### config.mk
export PLATFORM = sky130hd
export DESIGN_NAME = sat_elem_unit
export DESIGN_NICKNAME = d
export VERILOG_FILES = /design/src/rtl/sat_pkg.sv /design/src/rtl/sat_opnd_ext.sv /design/src/rtl/sat_clamp.sv /design/src/rtl/sat_elem_unit.sv
export SDC_FILE = /design/constraint.sdc
export NUM_CORES = 1
export LEC_CHECK = 0
export BUFFER_PORTS_ARGS = -buffer_cell sky130_fd_sc_hd__buf_2
export CORE_UTILIZATION = 40
export DETAILED_ROUTE_END_ITERATION = 8
export PLACE_DENSITY_LB_ADDON = 0.05
export SKIP_CTS_REPAIR_TIMING = 1
export SKIP_LAST_GASP = 1
export SLEW_MARGIN = 20
export SYNTH_ARGS = -nofsm -noshare
export SYNTH_HDL_FRONTEND = slang
export SYNTH_SLANG_ARGS = --single-unit
### constraint.sdc
create_clock -name clk -period 1 [get_ports clk]
set_clock_uncertainty 0.15 [all_clocks]
set_input_delay 0.1 -clock clk [delete_from_list [all_inputs] [get_ports clk]]
set_output_delay 0.1 -clock clk [all_outputs]
set_load 0.02 [all_outputs]
### src/rtl/sat_pkg.sv
package sat_pkg;

   typedef enum logic [1:0] {
      EW_8  = 2'd0,
      EW_16 = 2'd1,
      EW_32 = 2'd2,
      EW_64 = 2'd3
   } ew_e;

   typedef struct packed {
      logic lt;
      logic gt;
      logic eq;
      logic ov;
   } cond_t;

   function automatic int ew_bits(input ew_e code);
      return 8 << code;
   endfunction

endpackage

### src/rtl/sat_opnd_ext.sv
module sat_opnd_ext
   import sat_pkg::*;
#(
   parameter int XLEN  = 64,
   parameter int GUARD = 2,
   localparam int IW   = XLEN + GUARD
) (
   input  logic [XLEN-1:0]      raw,
   input  ew_e                  width,
   input  logic                 sgn,
   output logic signed [IW-1:0] ext
);

   int                   shamt;
   logic [XLEN-1:0]      aligned;
   logic signed [IW-1:0] wide;

   // move the element's top bit to bit XLEN-1, then shift back with fill
   always_comb begin
      shamt   = XLEN - ew_bits(width);
      aligned = raw << shamt;
      wide    = sgn ? {{GUARD{aligned[XLEN-1]}}, aligned}
                    : {{GUARD{1'b0}}, aligned};
      ext     = wide >>> shamt;
   end

endmodule

### src/rtl/sat_clamp.sv
module sat_clamp
   import sat_pkg::*;
#(
   parameter int XLEN  = 64,
   parameter int GUARD = 2,
   localparam int IW   = XLEN + GUARD
) (
   input  logic signed [IW-1:0] exact,
   input  ew_e                  width,
   input  logic                 sgn,
   output logic [XLEN-1:0]      clamped,
   output logic                 ov
);

   int                   wb;
   logic signed [IW-1:0] hi;
   logic signed [IW-1:0] lo;
   logic signed [IW-1:0] sel;

   always_comb begin
      wb = ew_bits(width);
      if (sgn) begin
         hi = $signed((IW'(1) << (wb - 1)) - IW'(1));
         lo = ~hi;
      end else begin
         hi = $signed((IW'(1) << wb) - IW'(1));
         lo = '0;
      end
      ov = 1'b1;
      if (exact > hi)      sel = hi;
      else if (exact < lo) sel = lo;
      else begin
         sel = exact;
         ov  = 1'b0;
      end
      // in-range value: its low XLEN bits are already the zero/sign extension
      clamped = sel[XLEN-1:0];
   end

endmodule

### src/rtl/sat_elem_unit.sv
module sat_elem_unit
   import sat_pkg::*;
#(
   parameter int XLEN  = 64,
   parameter int GUARD = 2
) (
   input  logic            clk,
   input  logic            rst_n,
   input  logic            in_valid,
   input  logic            op_sub,
   input  logic            carry_req,
   input  logic            sign_mode,
   input  logic [1:0]      src_w,
   input  logic [1:0]      dst_w,
   input  logic [XLEN-1:0] opnd_a,
   input  logic [XLEN-1:0] opnd_b,
   output logic            out_valid,
   output logic [XLEN-1:0] result,
   output logic [3:0]      cond,
   output logic            illegal
);

   localparam int IW = XLEN + GUARD;

   generate
      if (XLEN != (8 << 3)) begin : g_bad_xlen
         $error("XLEN must match the widest element code (64)");
      end
      if (GUARD < 2) begin : g_bad_guard
         $error("GUARD needs two bits for an exact 64-bit sum of extended operands");
      end
   endgenerate

   logic [XLEN-1:0]      raw_op [2];
   logic signed [IW-1:0] ext_op [2];
   logic signed [IW-1:0] exact;
   logic [XLEN-1:0]      clamped;
   logic                 ov;
   cond_t                cond_nx;

   assign raw_op[0] = opnd_a;
   assign raw_op[1] = opnd_b;

   generate
      for (genvar k = 0; k < 2; k++) begin : g_ext
         sat_opnd_ext #(.XLEN(XLEN), .GUARD(GUARD)) i_ext (
            .raw   (raw_op[k]),
            .width (ew_e'(src_w)),
            .sgn   (sign_mode),
            .ext   (ext_op[k])
         );
      end
   endgenerate

   assign exact = op_sub ? (ext_op[0] - ext_op[1]) : (ext_op[0] + ext_op[1]);

   sat_clamp #(.XLEN(XLEN), .GUARD(GUARD)) i_clamp (
      .exact   (exact),
      .width   (ew_e'(dst_w)),
      .sgn     (sign_mode),
      .clamped (clamped),
      .ov      (ov)
   );

   always_comb begin
      cond_nx.lt = sign_mode & clamped[XLEN-1];
      cond_nx.eq = (clamped == '0);
      cond_nx.gt = ~cond_nx.lt & ~cond_nx.eq;
      cond_nx.ov = ov;
   end

   always_ff @(posedge clk or negedge rst_n) begin
      if (!rst_n) begin
         out_valid <= 1'b0;
         result    <= '0;
         cond      <= '0;
         illegal   <= 1'b0;
      end else begin
         out_valid <= in_valid;
         if (in_valid) begin
            illegal <= carry_req;
            result  <= carry_req ? '0 : clamped;
            cond    <= carry_req ? '0 : cond_nx;
         end
      end
   end

   AST_VALID_LATENCY: assert property (@(posedge clk) disable iff (!rst_n)
      out_valid == $past(in_valid)) else $error("valid latency");

   AST_ILLEGAL_FLAG: assert property (@(posedge clk) disable iff (!rst_n)
      in_valid |=> (illegal == $past(carry_req))) else $error("illegal flag");

   AST_ONE_CLASS: assert property (@(posedge clk) disable iff (!rst_n)
      (in_valid && !carry_req) |=> ($countones(cond[3:1]) == 1)) else $error("class bits");

   AST_UNS_NO_LT: assert property (@(posedge clk) disable iff (!rst_n)
      (in_valid && !carry_req && !sign_mode) |=> !cond[3]) else $error("unsigned lt");

   AST_UNS8_RANGE: assert property (@(posedge clk) disable iff (!rst_n)
      (in_valid && !carry_req && !sign_mode && dst_w == 2'd0) |=> (result[XLEN-1:8] == '0))
      else $error("unsigned 8-bit range");

endmodule

==> metrics.csv, run 1 <==
stage;metric;value;unit
global_route;grt_max_degree;47;
setup_path;r2r_end;cond[2];
setup_path;crit_start;opnd_b[9];
clock_network;cts_tree;yes;
clock_network;clock-sinks;70;
synth;synth_edf_count;0;
setup_path;crit_slowest_cell;or4_4;
timing;fin_crit_sh;742;%
power;total_power;37.5;mW
power;ir_worst_vdd;1.43;mV
setup_path;criticalPathCategory;primary input to register;
die;rows;66;
synth;synth_warnings;0;
setup_path;critPathCapture;cond[2];
final_layout;n_antenna_cell;0;
setup_path;r2r-start;cond[2];
timing;fin_crit;7420;ps
power;seqPwrFrac;10.9;%
setup_path;cp.required;1070;ps
route;drtAntennaViolNets;0;
power;p_sw;17.3;mW
route;drtIter0Drc;932;
die;io_pins;208;
placed_design;hpwl;45.2;mm
die;start_util;41.0;%
route;drt-total-wl;53.3;mm
power;swShare;46.0;%
placed_design;gp_congestion;0.945;
synth;ys.flop_type;dfrtp_1;
synth;synth_most_common_cell;a21oi_1;
timing;slew_violations;0;
timing;tightestPinTransition;599;ps
clock_network;numCtsBuffers;9;
final_layout;num-fill-cells;2951;
synth;ys_seq_area_share;13.0;%
timing;fin_tns_setup;-432420;ps
global_route;antenna_found_initial;0;
timing;max_clock_freq;135;MHz
die;die_h;185;microns
timing;timing.slew.headroom;59.7;%
placed_design;dp_cells;3029;
synth;ys_types;103;
route;vias;16900;
placed_design;portBuffers;207;
setup_path;worstRegToRegCells;2;
synth;ys_top_cells_by_area;ha_1, dfrtp_1, a21oi_1, a21o_1, nand2_1;
synth;syn_avg_cell_area;7.35;sq um
power;p_int;20.3;mW
final_layout;final_cells;3074;
clock_network;insertion_delay;330;ps
final_layout;drive_gt1_share;42.8;%
hold_path;hold_path.class;primary input to register;
synth;async_flop_share;100;%
setup_path;cp-end-kind;register;
placed_design;place_ws;-7020;ps
flow_run;cap_violations;0;
route;drt_pass1_iterations;5;
synth;ys_top_cells_by_count;a21oi_1, ha_1, nand2_1;
global_route;grt_first_pass_wirelength;82.5;mm
die;core_area;32800;sq um
synth;synth_top_area_share;17.1;%
setup_path;crit_path_max_fanout;5;
synth;synth_cells;1827;
clock_network;cts-root-buf;clkbuf_16;
run_status;violations;negative setup slack;
timing;setup_viol;138;
route;viasPerCell;5.51;
route;wire_per_inst;17.3;microns
synth;synth.ff_latch_count;70;
global_route;first_global_vias;16000;
timing;rsz0062_at_grt;yes;
route;drc_errors;0;
clock_network;clockBufferDepth;2;
die;die_x;185;microns
power;power_density;1760;nW/um^2
global_route;overflow;0;
synth;syn-cell-area;13400;sq um
clock_network;path_clk_slew;60;ps
setup_path;crit_arrival;7480;ps
global_route;grt.total_usage;30.0;%
setup_path;max_stage_delay;430;ps
synth;yosys.area.top_type;ha_1;
setup_path;regToRegSetupSlack;-40;ps
clock_network;h-tree-depth;3;
final_layout;final_net_count;2949;
setup_path;cpMostUsedCell;nand4_1;
timing;worst_slack;-6420;ps
power;combPwrFrac;78.7;%
die;die-area;34300;sq um
power;p_leak;10.5;nW
power;p_clk_share;10.4;%
setup_path;cp-start-kind;primary input;
timing;final_hold_viol_count;0;
run_status;status;finished with violations;
final_layout;area_growth;59.2;%
## layer usage
layer | GRT usage (%) | vias up | share of wire (%)
met3 | 1.49 | 68 | 4.5
met4 | 8.53 | 0 | 2.5
met1 | 42.9 | 7905 | 49
li1 | - | 8477 | -
met2 | 48.5 | 498 | 44
met5 | 0 | - | 0
## cells by family (layout without fill, tap and decap cells)
family | count (synthesis) | after routing | synth area share [%]
flip-flops | 70 | 70 | 13.0
AO/OA/AOI/OAI | 686 | 686 | 34.5
AND/OR/NAND/NOR | 579 | 579 | 21.4
adder cells (fa/ha/maj) | 185 | 185 | 17.3
buffers and inverters | 186 | 983 | 5.57
other | 2 | 9 | 0.0559
multiplexers | 12 | 13 | 1.17
XOR/XNOR | 107 | 107 | 6.98
## power groups by stage
stage | combinational (mW) | clock [mW] | sequential [mW]
floorplan | 14.5 | 0 | 5.01
global placement | 27.0 | 0 | 4.08
detailed placement | 27.6 | 0 | 4.08
CTS | 27.7 | 3.94 | 4.07
global route | 32.2 | 4.07 | 4.17
finish | 29.5 | 3.90 | 4.07
## cell usage in the layout, fill, tap and decap left out, types with 17 or more instances in the layout
cell type / n
a21o_1: 82
a21oi_1: 170
a21oi_2: 57
buf_2: 204
buf_4: 647
dfrtp_1: 70
ha_1: 172
inv_1: 83
nand2_1: 160
nand3_1: 39
nand4_1: 48
nor2_1: 127
nor3_1: 50
o211ai_1: 23
o21a_1: 17
o21ai_0: 69
o21ai_1: 23
o2bb2ai_1: 38
xnor2_1: 38
xor2_1: 56
## through the flow
step | util (%) | hold WS [ps] | cell area, sq um
after floorplan | - | -346 | 14000
after global placement | 61.2 | -128 | 20000
after detailed placement | 61.2 | -122 | 20000
after CTS | 62.3 | -481 | 20400
after global routing | 65.2 | 29.7 | 21400
final | 65.2 | 17.2 | 21400
## area by class of cell
cell class                      instances  area, sq um  area share, %
Timing Repair Buffer                  880         6330           29.6
Clock buffer                            9          225           1.05
Clock inverter                          7          145          0.679
Tap cell                              442          553           2.59
Inverter                               87          327           1.53
Sequential cell                        70         1750           8.19
Multi-Input combinational cell       1579        12000           56.4
## worst max-delay path, delay by kind of cell
family	cells	cell delay [ps]
and+or+nand+nor	15	3340
AOI/OAI and AO/OA	15	3010
adders and majority gates	2	560
buffers and inverters	4	440
## worst min path at each step
stage / start / slack (ps) / cells past startpoint / endpoint
finish: in_valid / 20 / 3 / illegal
global route: in_valid / 30 / 3 / illegal
CTS: rst_n / -480 / 1 / result[5]
detailed placement: rst_n / -120 / 1 / result[3]
global placement: rst_n / -130 / 1 / result[3]
floorplan: rst_n / -350 / 0 / cond[0]
## registers in the layout (all words and copies together) (netlist names)
signal / flops
cond: 4
out_valid: 1
illegal: 1
result: 64
No activity file was read; power rests on OpenSTA's default activity.
==> run 2: changes to the inputs <==
==> constraint.sdc (replaced) <==
create_clock -name clk -period 1 [get_ports clk]
set_clock_uncertainty 0.15 [all_clocks]
set_input_delay 0.05 -clock clk [delete_from_list [all_inputs] [get_ports clk]]
set_output_delay 0.05 -clock clk [all_outputs]
set_load 0.02 [all_outputs]
==> run 2 against run 1 <==
The flow still finishes with violations (negative setup slack). Core utilization is 0.16 points higher. Die area is the same. Count of clock-buffer cells in the layout is the same. Wire length is 0.38% higher. Worst setup slack gained 140 ps. Sequential power is essentially flat. Largest power group unchanged.
==> metrics.csv, run 2 (synthesized netlist as in run 1, its figures left out) <==
stage;metric;value;unit;change
run_status;status;finished with violations;;
run_status;violations;negative setup slack;;
route;drt-total-wl;53.5;mm;+0.38%
global_route;antenna_found_initial;0;;unchanged
final_layout;num-fill-cells;2952;;+0.034%
die;start_util;41.0;%;unchanged
timing;slew_violations;0;;unchanged
timing;worst_slack;-6280;ps;+137 ps
flow_run;cap_violations;0;;unchanged
setup_path;crit_slowest_cell;or4_4;;
placed_design;placed_cell_area;20200;sq um;+0.77%
final_layout;n_antenna_cell;0;;unchanged
power;ir_worst_vdd;1.33;mV;-6.6%
final_layout;top_regs;result x64, cond x4;;
setup_path;crit_arrival;7350;ps;-130 ps
die;io_pins;208;;unchanged
route;drtAntennaViolNets;0;;unchanged
power;power_density;1710;nW/um^2;-2.7%
setup_path;regToRegSetupSlack;-60;ps;-20 ps
timing;timing.slew.headroom;62.2;%;+2.6 points
timing;fin_crit_sh;728;%;-14 points
placed_design;gp_congestion;0.936;;-0.90%
setup_path;cp-end-kind;register;;
timing;max_clock_freq;137;MHz;+1.9%
route;vias;16900;;-0.047%
global_route;first_global_vias;16100;;+0.51%
route;drtIter0Drc;844;;-9.4%
final_layout;regMostFlops;result;;
clock_network;clock-sinks;70;;unchanged
die;die-area;34300;sq um;unchanged
clock_network;numCtsBuffers;9;;unchanged
global_route;overflow;0;;unchanged
route;viasPerCell;5.47;;-0.85%
timing;tightestPinTransition;560;ps;-38.2 ps
clock_network;cts_tree;yes;;
global_route;grt.total_usage;30.4;%;+0.37 points
timing;final_hold_viol_count;0;;unchanged
hold_path;hold_path.class;primary input to asynchronous set/reset pin;;
setup_path;r2r-start;cond[2];;
power;p_leak;10.6;nW;+0.86%
route;drc_errors;0;;unchanged
clock_network;clockBufferDepth;2;;unchanged
final_layout;drive_gt1_share;43.3;%;+0.54 points
final_layout;layout_common_cells;buf_4, buf_2, ha_1;;
setup_path;cpMostUsedCell;nand4_1;;
setup_path;cp-start-kind;primary input;;
timing;rsz0062_at_grt;yes;;
setup_path;max_stage_delay;440;ps;about the same
final_layout;largest_reg_flops;64;;unchanged
final_layout;design_area;21400;sq um;+0.25%
final_layout;final_net_count;2974;;+0.85%
final_layout;area_growth;59.6;%;
placed_design;hpwl;45.4;mm;+0.40%
setup_path;r2r_end;cond[2];;
final_layout;final_util;65.4;%;+0.16 points
clock_network;path_clk_slew;60;ps;about the same
timing;fin_crit;7280;ps;-137 ps
route;wire_per_inst;17.3;microns;-0.43%
timing;fin_hold_ws;12.4;ps;-4.76 ps
timing;setup_viol;139;;+0.72%
die;die_x;185;microns;unchanged
clock_network;h-tree-depth;3;;unchanged
die;die_h;185;microns;unchanged
setup_path;criticalPathCategory;primary input to register;;
final_layout;final_common_cell;buf_4;;
clock_network;insertion_delay;330;ps;about the same
global_route;grt_max_degree;47;;unchanged
placed_design;portBuffers;207;;unchanged
route;drt_pass1_iterations;5;;unchanged
setup_path;worstRegToRegCells;3;;+1
setup_path;crit_path_max_fanout;4;;-1
global_route;grt_first_pass_wirelength;83.5;mm;+1.2%
setup_path;cp.required;1070;ps;about the same
clock_network;cts-root-buf;clkbuf_16;;
die;rows;66;;unchanged
die;core_area;32800;sq um;unchanged
## run 2: cell count changes in the layout (fill, tap and decap cells not counted), moves of 5 or more
cell     previous run  this run
nor3_2              4        10
buf_4             647       675
o21ai_0            69        74
nor3_1             50        44
## run 2: metal layers
layer  GRT usage (%)  part of all wire (%)  vias up
li1                -                     -     8532
met1            43.9                    49     7845
met2            48.3                    44      488
met3            1.26                   4.1       75
met4            9.62                   2.9        0
met5               0                     0        -
## run 2: stage by stage
stage	cells	total power, mW	setup TNS, ps	setup slack (ps)
3_3_place_gp	3048	31.3	-463750	-6910
3_5_place_dp	3048	31.9	-469020	-7060
5_1_grt	3099	39.5	-445810	-6690
2_1_floorplan	1834	19.5	-400660	-6160
6_report	3099	36.6	-421590	-6280
4_1_cts	3064	34.9	-453700	-6710
## run 2: layout make-up
| cell class | count | area [sq um] | area share [%] |
|---|---|---|---|
| inverters | 87 | 327 | 1.52 |
| clock inverters | 7 | 50.0 | 0.234 |
| multi-input cells | 1579 | 12000 | 56.1 |
| flip-flops and latches | 70 | 1750 | 8.17 |
| repair buffers | 905 | 6500 | 30.3 |
| clock buffers | 9 | 225 | 1.05 |
| well taps | 442 | 553 | 2.58 |
## run 2: critical path: cells and delay by family
family,cells,cell delay [ps]
AOI/OAI and AO/OA,17,3240
xor gates and xnor gates,1,120
adders and majority gates,2,620
buffers and inverters,3,320
and+or+nand+nor,15,2970
## run 2: worst max path at each step
stage / from / end / depth (start not counted)
final: opnd_b[9] / cond[2] / 38
after detailed placement: src_w[1] / cond[2] / 39
after CTS: src_w[1] / cond[2] / 39
after global placement: src_w[1] / cond[2] / 40
after global routing: opnd_b[9] / cond[2] / 38
after floorplan: src_w[1] / cond[2] / 39
## run 2: report_power, final
group	switching (mW)	total, mW	internal [mW]
Combinational	15.6	29.6	14.0
Clock	1.24	2.92	1.68
Sequential	0.464	4.07	3.61
